[config.mk]
export PLATFORM = sky130hd
export DESIGN_NAME = hw_step_sequencer
export DESIGN_NICKNAME = d
export VERILOG_FILES = /design/src/rtl/hws_pkg.sv /design/src/rtl/hws_fork_decode.sv /design/src/rtl/hws_next_logic.sv /design/src/rtl/hws_step_reg.sv /design/src/rtl/hw_step_sequencer.sv
export SDC_FILE = /design/constraint.sdc
export NUM_CORES = 1
export LEC_CHECK = 0
export BUFFER_PORTS_ARGS = -buffer_cell sky130_fd_sc_hd__buf_2
export CAP_MARGIN = 0
export CORE_UTILIZATION = 30
export DETAILED_ROUTE_END_ITERATION = 10
export GPL_TIMING_DRIVEN = 0
export PLACE_DENSITY = 0.67
export SYNTH_ARGS = -nofsm -noshare
export SYNTH_HDL_FRONTEND = slang
export SYNTH_SLANG_ARGS = --single-unit
[constraint.sdc]
create_clock -name clk -period 0.8 [get_ports clk]
set_input_delay 0.08 -clock clk [delete_from_list [all_inputs] [get_ports clk]]
set_output_delay 0.08 -clock clk [all_outputs]
set_load 0.05 [all_outputs]
[src/rtl/hws_pkg.sv]
package hws_pkg;

    localparam int unsigned NSTEP   = 21;
    localparam int unsigned IR_W    = 32;
    localparam int unsigned SW      = $clog2(NSTEP);
    localparam int unsigned FMT_HI  = 31;
    localparam int unsigned FMT_LO  = 30;
    localparam int unsigned BR_BIT  = 24;
    localparam int unsigned DIR_BIT = 21;
    localparam int unsigned N_SHIFT = 5;

    typedef enum logic [SW-1:0] {
        S_FETCH   = 5'd0,
        S_DECODE  = 5'd1,
        S_FMT0    = 5'd2,
        S_SETHIGH = 5'd3,
        S_CALL0   = 5'd4,
        S_CALL1   = 5'd5,
        S_CALL2   = 5'd6,
        S_CALL3   = 5'd7,
        S_ARG     = 5'd8,
        S_ALU     = 5'd9,
        S_MEMARG  = 5'd10,
        S_MEMADDR = 5'd11,
        S_LOAD    = 5'd12,
        S_STSH0   = 5'd13,
        S_STSH1   = 5'd14,
        S_STSH2   = 5'd15,
        S_STSH3   = 5'd16,
        S_STSH4   = 5'd17,
        S_STWR    = 5'd18,
        S_BRANCH  = 5'd19,
        S_PCINC   = 5'd20
    } step_e;

    typedef enum logic [1:0] {
        F_BRSET = 2'b00,
        F_CALL  = 2'b01,
        F_ARITH = 2'b10,
        F_MEM   = 2'b11
    } fmt_e;

endpackage

[src/rtl/hws_fork_decode.sv]
module hws_fork_decode
    import hws_pkg::*;
#(
    parameter int unsigned W = IR_W
) (
    input  logic [W-1:0] instr,
    output logic [3:0]   fmt_sel,
    output logic         take_branch,
    output logic         is_store
);
    fmt_e fmt;

    assign fmt = fmt_e'(instr[FMT_HI:FMT_LO]);

    always_comb begin
        fmt_sel = '0;
        unique case (fmt)
            F_BRSET: fmt_sel[0] = 1'b1;
            F_CALL:  fmt_sel[1] = 1'b1;
            F_ARITH: fmt_sel[2] = 1'b1;
            F_MEM:   fmt_sel[3] = 1'b1;
        endcase
    end

    assign take_branch = instr[BR_BIT];
    assign is_store    = instr[DIR_BIT];

endmodule

[src/rtl/hws_next_logic.sv]
module hws_next_logic
    import hws_pkg::*;
#(
    parameter int unsigned N  = NSTEP,
    parameter int unsigned NS = N_SHIFT
) (
    input  logic [N-1:0] cur,
    input  logic [3:0]   fmt_sel,
    input  logic         take_branch,
    input  logic         is_store,
    output logic [N-1:0] nxt
);
    localparam int unsigned SH0 = S_STSH0;

    always_comb begin
        nxt = '0;

        // Steps that end an instruction.
        nxt[S_FETCH]   = cur[S_CALL3] | cur[S_BRANCH] | cur[S_PCINC];
        nxt[S_DECODE]  = cur[S_FETCH];

        // Format fork and the branch / set-high pair.
        nxt[S_FMT0]    = cur[S_DECODE] & fmt_sel[0];
        nxt[S_SETHIGH] = cur[S_FMT0] & ~take_branch;
        nxt[S_BRANCH]  = cur[S_FMT0] & take_branch;

        // Call path.
        nxt[S_CALL0]   = cur[S_DECODE] & fmt_sel[1];
        nxt[S_CALL1]   = cur[S_CALL0];
        nxt[S_CALL2]   = cur[S_CALL1];
        nxt[S_CALL3]   = cur[S_CALL2];

        // Arithmetic path.
        nxt[S_ARG]     = cur[S_DECODE] & fmt_sel[2];
        nxt[S_ALU]     = cur[S_ARG];

        // Memory path: operand, address, then the load / store fork.
        nxt[S_MEMARG]  = cur[S_DECODE] & fmt_sel[3];
        nxt[S_MEMADDR] = cur[S_MEMARG];
        nxt[S_LOAD]    = cur[S_MEMADDR] & ~is_store;
        nxt[S_STSH0]   = cur[S_MEMADDR] & is_store;
        for (int k = 1; k < int'(NS); k++) begin
            nxt[SH0 + k] = cur[SH0 + k - 1];
        end
        nxt[S_STWR]    = cur[SH0 + NS - 1];

        // Common program-counter increment.
        nxt[S_PCINC]   = cur[S_SETHIGH] | cur[S_ALU] | cur[S_LOAD] | cur[S_STWR];
    end

endmodule

[src/rtl/hws_step_reg.sv]
module hws_step_reg
    import hws_pkg::*;
#(
    parameter int unsigned N = NSTEP
) (
    input  logic         clk,
    input  logic         rst,
    input  logic [N-1:0] d,
    output logic [N-1:0] q
);
    for (genvar i = 0; i < int'(N); i++) begin : g_bit
        localparam logic RST_VAL = (i == 0);
        always_ff @(posedge clk) begin
            if (rst) q[i] <= RST_VAL;
            else     q[i] <= d[i];
        end
    end

    AST_RESET_TO_FETCH: assert property (@(posedge clk) rst |=> (q == N'(1))) else $error("reset state");
    AST_ONE_HOT: assert property (@(posedge clk) disable iff (rst) $countones(q) == 1) else $error("not one-hot");

endmodule

[src/rtl/hw_step_sequencer.sv]
module hw_step_sequencer
    import hws_pkg::*;
(
    input  logic              clk,
    input  logic              rst,
    input  logic [IR_W-1:0]   instr,
    output logic [NSTEP-1:0]  step
);
    logic [3:0]       fmt_sel;
    logic             take_branch;
    logic             is_store;
    logic [NSTEP-1:0] nxt;

    hws_fork_decode #(.W(IR_W)) u_dec (
        .instr       (instr),
        .fmt_sel     (fmt_sel),
        .take_branch (take_branch),
        .is_store    (is_store)
    );

    hws_next_logic #(.N(NSTEP), .NS(N_SHIFT)) u_next (
        .cur         (step),
        .fmt_sel     (fmt_sel),
        .take_branch (take_branch),
        .is_store    (is_store),
        .nxt         (nxt)
    );

    hws_step_reg #(.N(NSTEP)) u_reg (
        .clk (clk),
        .rst (rst),
        .d   (nxt),
        .q   (step)
    );

    AST_FETCH_DECODE: assert property (@(posedge clk) disable iff (rst) step[S_FETCH] |=> step[S_DECODE]) else $error("fetch");
    AST_DEC_BRSET: assert property (@(posedge clk) disable iff (rst) step[S_DECODE] && instr[31:30] == 2'b00 |=> step[S_FMT0]) else $error("dec00");
    AST_DEC_CALL: assert property (@(posedge clk) disable iff (rst) step[S_DECODE] && instr[31:30] == 2'b01 |=> step[S_CALL0]) else $error("dec01");
    AST_DEC_ARITH: assert property (@(posedge clk) disable iff (rst) step[S_DECODE] && instr[31:30] == 2'b10 |=> step[S_ARG]) else $error("dec10");
    AST_DEC_MEM: assert property (@(posedge clk) disable iff (rst) step[S_DECODE] && instr[31:30] == 2'b11 |=> step[S_MEMARG]) else $error("dec11");
    AST_FMT0_BRANCH: assert property (@(posedge clk) disable iff (rst) step[S_FMT0] && instr[24] |=> step[S_BRANCH]) else $error("branch");
    AST_FMT0_SETHIGH: assert property (@(posedge clk) disable iff (rst) step[S_FMT0] && !instr[24] |=> step[S_SETHIGH]) else $error("sethigh");
    AST_CALL_RETURN: assert property (@(posedge clk) disable iff (rst) step[S_CALL3] |=> step[S_FETCH]) else $error("call");
    AST_ALU_PCINC: assert property (@(posedge clk) disable iff (rst) step[S_ALU] |=> step[S_PCINC]) else $error("alu");
    AST_MEM_LOAD: assert property (@(posedge clk) disable iff (rst) step[S_MEMADDR] && !instr[21] |=> step[S_LOAD]) else $error("load");
    AST_MEM_STORE: assert property (@(posedge clk) disable iff (rst) step[S_MEMADDR] && instr[21] |=> step[S_STSH0]) else $error("store");
    AST_STORE_WRITE: assert property (@(posedge clk) disable iff (rst) step[S_STSH4] |=> step[S_STWR]) else $error("stwr");
    AST_END_FETCH: assert property (@(posedge clk) disable iff (rst) (step[S_BRANCH] || step[S_PCINC]) |=> step[S_FETCH]) else $error("end");

endmodule

==> results of run 1 <==
==> area by class of cell <==
cell class / count / area, µm² / share of cell area (%)
buffer: 2 / 10.0 / 0.918
clock buffer: 4 / 26.3 / 2.41
multi-input combinational: 22 / 185 / 17.0
timing repair buffer: 31 / 375 / 34.4
tap: 27 / 33.8 / 3.10
sequential: 21 / 459 / 42.1
==> kinds of logic (layout without fill, tap and decap cells) <==
family / Yosys count / in the layout / share of synthesized area [%]
DFF: 21 / 21 / 62.7
buffers and inverters: 13 / 37 / 13.8
and+or+nand+nor: 22 / 22 / 23.5
==> worst max-delay path by stage <==
| stage | from | endpoint | slack [ns] | cells past startpoint |
|---|---|---|---|---|
| after global routing | u_reg.q[19]$_SDFF_PP0_ | u_reg.q[0]$_SDFF_PP1_ | -0.19 | 1 |
| after global placement | u_reg.q[7]$_SDFF_PP0_ | u_reg.q[0]$_SDFF_PP1_ | -0.13 | 1 |
| after floorplan | u_reg.q[7]$_SDFF_PP0_ | u_reg.q[0]$_SDFF_PP1_ | -0.20 | 1 |
| final | u_reg.q[19]$_SDFF_PP0_ | u_reg.q[0]$_SDFF_PP1_ | -0.16 | 1 |
| after CTS | u_reg.q[19]$_SDFF_PP0_ | u_reg.q[0]$_SDFF_PP1_ | -0.16 | 1 |
| after detailed placement | u_reg.q[7]$_SDFF_PP0_ | u_reg.q[0]$_SDFF_PP1_ | -0.14 | 1 |
==> stage by stage <==
stage	setup TNS (ns)	std cells	utilization, %	total power (W)
6_report	-1.74	107	53.9	0.00169
4_1_cts	-2.03	107	52.5	0.00171
3_3_place_gp	-0.128	109	42.8	0.00120
5_1_grt	-2.76	107	53.9	0.00178
3_5_place_dp	-0.140	109	42.8	0.00120
2_1_floorplan	-0.216	56	-	0.00116
==> repair_timing <==
item | 4_1_cts | 5_1_grt
gates resized for setup | 70 | 5
endpoints found under the hold margin | 6 | 4
endpoints found under the setup margin | 22 | 25
setup buffers | 3 | 0
pin swaps | 2 | 2
cloned | 0 | 0
==> where the power goes <==
group          switching [W]  internal (W)
Combinational      0.0000844     0.0000722
Clock               0.000279      0.000194
Sequential         0.0000132       0.00105
==> per-layer routing <==
layer	track usage, %	up-vias	part of all wire [%]
met4	8.82	0	0
met2	17.8	18	52
li1	-	222	-
met1	12.4	219	43
met5	0	-	0
met3	2.49	0	5.2
==> cells in the final DEF, fill, tap and decap left out, types with 2 or more instances in the layout <==
cell           Yosys  routed
buf_2              1       6
buf_6              0       2
dfxtp_4            0       5
dlygate4sd3_1      0       2
nor2b_1           11      11
buf_8              0      19
and3b_1            2       2
buf_4             11       3
dfxtp_2            0      16
clkbuf_4           0       3
nor3b_1            2       2
==> run summary, run 1 <==
commonest cells in the netlist = dfxtp_1, buf_4, nor2b_1
Largest stage delay, worst path = 0.49 ns
delay-heaviest family, CP = simple AND/OR/NAND/NOR gates
diode count = 0
Site Rows = 16
final instance area = 1090 µm²
leading area contributor after synthesis = dfxtp_1
Max IR drop VDD = 830 µV
syn nets = 90
clock root buffer master = clkbuf_4
Clock Sinks = 21
detailed router's first-iteration violation count = 4
Max Buffers Root-to-Sink = 2
clk_lat worst skew = 0.29 ns
Worst R2R End = u_reg.q[0]$_SDFF_PP1_
worst slew pin tran = 0.213 ns
RSZ-0062 raised after global routing = yes
Core ar. = 2020 µm²
hold wc startpoint = instr[31]
drt drc = 0
total die area = 2430 µm²
GP Congestion = 0.655
number of nets with antenna violations after routing = 0
Pins Over Slew Limit = 0
Critical Path End Type = register
# fillers = 172
min Tclk post-route = 0.955 ns
largest net degree at the start of global routing = 12
placed cell area = 866 µm²
final setup fails = 23
vias in the first global route = 453
asr flop ratio synth = 0%
worst hold path type = in -> reg
slowest cell on the critical path = or4_1
final WL = 1.22 mm
worst-case reg-to-reg path depth = 1
synthesized flop and latch total = 21
Initial Utilization = 33.2%
largest register by flop count = u_reg.q
Critical Path Fanout Max = 2
Area contributors post-synth = dfxtp_1, buf_4, nor2b_1
count leader, synth = dfxtp_1
largest registers = u_reg.q (21)
CTS tree = yes
Port Buffers = 26
kind of start point of the critical path = register
final setup margin = -0.155 ns
initial antenna violation count = 0
Synth cell types = 13
failing checks = negative hold slack, negative setup slack
Critical Path RT = 0.97 ns
Arrival @ worst endpoint = 1.13 ns
status = finished with violations
max reg flops = 21
Post-synth top flop = dfxtp_1
Setup Skew = 0.000941 ns
all-layer global routing usage = 11.0%
Yosys warnings = 0
Buf+Inv Stages, Crit Path = 0
WS Path Type = reg -> reg
first-pass GRT wire length = 1.96 mm
hold_ws = -0.0148 ns
chip width = 49.3 µm
Area Overhead vs Synth = 62.5%
Cells after Synth = 56
Syn Std Cell Area = 671 µm²
1st-pass router iterations = 4
Die Y = 49.3 µm
f_max = 1050 MHz
Yosys top cell area share = 62.7%
sequential area share after synthesis = 62.7%
total of max-cap violations = 0
r2r setup slk = -0.16 ns
slew margin rel. = 85.6%
Final Hold Viols = 3
WHS Endpoint = u_reg.q[2]$_SDFF_PP0_
Hold Crit Depth = 2
pre-CTS setup slack = -0.140 ns
GRT overflow = 0
Synth Area per Inst = 12.0 µm²
DR vias = 459
via-per-instance ratio = 4.29
Total Nets Final = 115
HPWL Detailed = 782 µm
H-tree Lvls = 1
Hold Buf Count CTS = 2
Ports = 55
Post-synth EDFFs = 0
static leakage = 0.467 nW
RR Startpoint = u_reg.q[19]$_SDFF_PP0_
critical-path cell list = or4_1
share of layout cells above drive strength 1 = 72.5%
DR WL/cell = 11.4 µm
power per cell area = 1550 nW/µm²
TritonCTS Buffers = 3
Clock Pin Slew Worst Setup and Hold Paths = 0.10 ns
fin crit share = 119%
(Power assumes the default switching activity.)
==> inputs of run 2 (changes only) <==
--- a/config.mk
+++ b/config.mk
@@ -5,12 +5,13 @@
 export SDC_FILE = /design/constraint.sdc
 export NUM_CORES = 1
 export LEC_CHECK = 0
+export ABC_AREA = 1
 export BUFFER_PORTS_ARGS = -buffer_cell sky130_fd_sc_hd__buf_2
 export CAP_MARGIN = 0
-export CORE_UTILIZATION = 30
+export CORE_UTILIZATION = 33
 export DETAILED_ROUTE_END_ITERATION = 10
 export GPL_TIMING_DRIVEN = 0
-export PLACE_DENSITY = 0.67
+export PLACE_DENSITY = 0.72
 export SYNTH_ARGS = -nofsm -noshare
 export SYNTH_HDL_FRONTEND = slang
 export SYNTH_SLANG_ARGS = --single-unit
==> run 2 against run 1 <==
Effect of this change: the run ends with negative setup slack left; clock skew rose by 0.0076 ns; register-to-register slack improved by 0.18 ns; hold slack improved by 0.026 ns; non-clock buffer count rose by 2; synthesized cell count rose by 36%; die area fell by 7.4%; maximum frequency rose by 7.2%; sequential power barely moved; final area rose by 1.7%; sequential share of layout area fell by 1.6 points; via count rose by 13%; critical path type is now reg -> out; largest power group unchanged.
==> run summary, run 2 <==
status = finished with violations
failing checks = negative setup slack
Max Buffers Root-to-Sink = 2
GRT overflow = 0
post-route insts no fill = 130
Initial Utilization = 35.1%
power per cell area = 1560 nW/µm²
largest net degree at the start of global routing = 12
asr flop ratio synth = 0%
leading area contributor after synthesis = dfxtp_1
Synth cell types = 10
vias in the first global route = 511
f_max = 1120 MHz
Cells after Synth = 76
via-per-instance ratio = 3.98
slowest cell on the critical path = dfxtp_2
synthesized flop and latch total = 21
Setup Skew = 0.00852 ns
Total Nets Final = 138
Ports = 55
final WL = 1.44 mm
met2 wire len = 829 µm
Synth Area per Inst = 8.96 µm²
number of nets with antenna violations after routing = 0
clock root buffer master = clkbuf_4
sequential area share after synthesis = 61.8%
drt drc = 0
syn nets = 110
Port Buffers = 26
clk_lat worst skew = 0.30 ns
Max Used Layer = met3
wl on met1 = 532 µm
HPWL Detailed = 927 µm
# fillers = 186
largest registers = u_reg.q (21)
r2r setup slk = 0.02 ns
largest register by flop count = u_reg.q
Core ar. = 1940 µm²
Critical Path Fanout Max = 2
DR WL/cell = 11.1 µm
Buf+Inv Stages, Crit Path = 1
Area Overhead vs Synth = 62.9%
final setup fails = 21
WHS Endpoint = u_reg.q[17]$_SDFF_PP0_
worst slew pin tran = 0.145 ns
Layout Utilization = 57.1%
Syn Std Cell Area = 681 µm²
all-layer global routing usage = 13.8%
Area contributors post-synth = dfxtp_1, buf_4, nor2_1
final setup margin = -0.0913 ns
final instance area = 1110 µm²
count leader, synth = dfxtp_1
CTS tree = yes
RR Startpoint = u_reg.q[7]$_SDFF_PP0_
Arrival @ worst endpoint = 0.81 ns
Pins Over Slew Limit = 0
Largest stage delay, worst path = 0.37 ns
max reg flops = 21
1st-pass router iterations = 3
Post-synth EDFFs = 0
initial antenna violation count = 0
WS Path Type = reg -> out
GP Congestion = 0.698
commonest cells in the netlist = dfxtp_1, nor2_1, buf_4, inv_1, nand2_1
chip width = 47.4 µm
TritonCTS Buffers = 3
DR vias = 518
Final Hold Viols = 0
detailed router's first-iteration violation count = 1
fin crit share = 111%
min Tclk post-route = 0.891 ns
Clock Pin Slew Worst Setup and Hold Paths = 0.11 ns
worst-case reg-to-reg path depth = 3
H-tree Lvls = 1
Post-synth top flop = dfxtp_1
Yosys warnings = 0
first-pass GRT wire length = 2.06 mm
Clock Sinks = 21
Critical Path RT = 0.72 ns
hold wc startpoint = rst
worst hold path type = in -> reg
Hold Crit Depth = 2
Placed Cells incl. Taps = 129
Critical Path End Type = primary output
kind of start point of the critical path = register
total of max-cap violations = 0
commonest cells after routing, fill and taps aside = buf_8, dfxtp_2, nor2_1
met3 routed WL = 77 µm
Site Rows = 16
critical-path cell list = buf_8
Die Y = 47.4 µm
diode count = 0
RSZ-0062 raised after global routing = yes
static leakage = 0.481 nW
delay-heaviest family, CP = flip-flops
Yosys top cell area share = 61.8%
Worst R2R End = u_reg.q[0]$_SDFF_PP1_
share of layout cells above drive strength 1 = 58.3%
slew margin rel. = 90.3%
total die area = 2250 µm²
Max IR drop VDD = 1170 µV
placed cell area = 857 µm²
[run 2: cells by family (layout without fill, tap and decap cells)]
kind of cell	count (synthesis)	in the layout	share of synthesized area, %
compound gates	1	1	0.735
simple gates	29	29	17.1
flops	21	21	61.8
buf+inv	25	52	20.4
[run 2: metrics by stage]
stage / total power (W) / TNS [ns] / worst slack [ns] / hold WS (ns)
after global placement: 0.00121 / 0 / 0.0685 / 0.245
after detailed placement: 0.00121 / 0 / 0.0581 / 0.247
after floorplan: 0.00117 / 0 / 0.0420 / 0.142
after global routing: 0.00180 / -2.52 / -0.136 / 0.00695
after CTS: 0.00174 / -1.95 / -0.103 / 0.00585
final: 0.00173 / -1.71 / -0.0913 / 0.0113
[run 2: worst max-delay path by stage]
| stage | start | endpoint | slack (ns) | cells after the start |
|---|---|---|---|---|
| global route | u_reg.q[12]$_SDFF_PP0_ | step[12] | -0.14 | 1 |
| global placement | u_reg.q[6]$_SDFF_PP0_ | step[6] | 0.07 | 2 |
| detailed placement | u_reg.q[6]$_SDFF_PP0_ | step[6] | 0.06 | 2 |
| floorplan | u_reg.q[1]$_SDFF_PP0_ | u_reg.q[10]$_SDFF_PP0_ | 0.04 | 2 |
| finish | u_reg.q[19]$_SDFF_PP0_ | step[19] | -0.09 | 1 |
| CTS | u_reg.q[19]$_SDFF_PP0_ | step[19] | -0.10 | 1 |
[run 2: layer usage]
| layer | track usage (%) | vias up |
|---|---|---|
| met5 | 0 | - |
| met4 | 6.86 | 0 |
| met3 | 3.77 | 0 |
| met2 | 25.5 | 21 |
| met1 | 14.2 | 234 |
| li1 | - | 263 |
[run 2: report_power, final]
part,switching [W],leakage (nW),total [W],internal (W)
clock network,0.000297,0.0150,0.000491,0.000194
registers,0.0000129,0.180,0.00107,0.00106
logic,0.0000936,0.286,0.000166,0.0000727
[run 2: timing repair]
item	in CTS	in global routing
cloned	0	0
hold buffers	4	0
hold endpoints to repair	6	0
setup endpoints to repair	21	24
buffers inserted	4	0
gates resized for setup	72	5
[run 2: area by class of cell]
type	count	area, µm²	share of cell area (%)
inverters	13	48.8	4.40
clock buffers	4	26.3	2.37
well taps	27	33.8	3.05
repair buffers	34	407	36.7
flip-flops and latches	21	449	40.5
multi-input cells	30	136	12.3
plain buffers	1	7.51	0.677
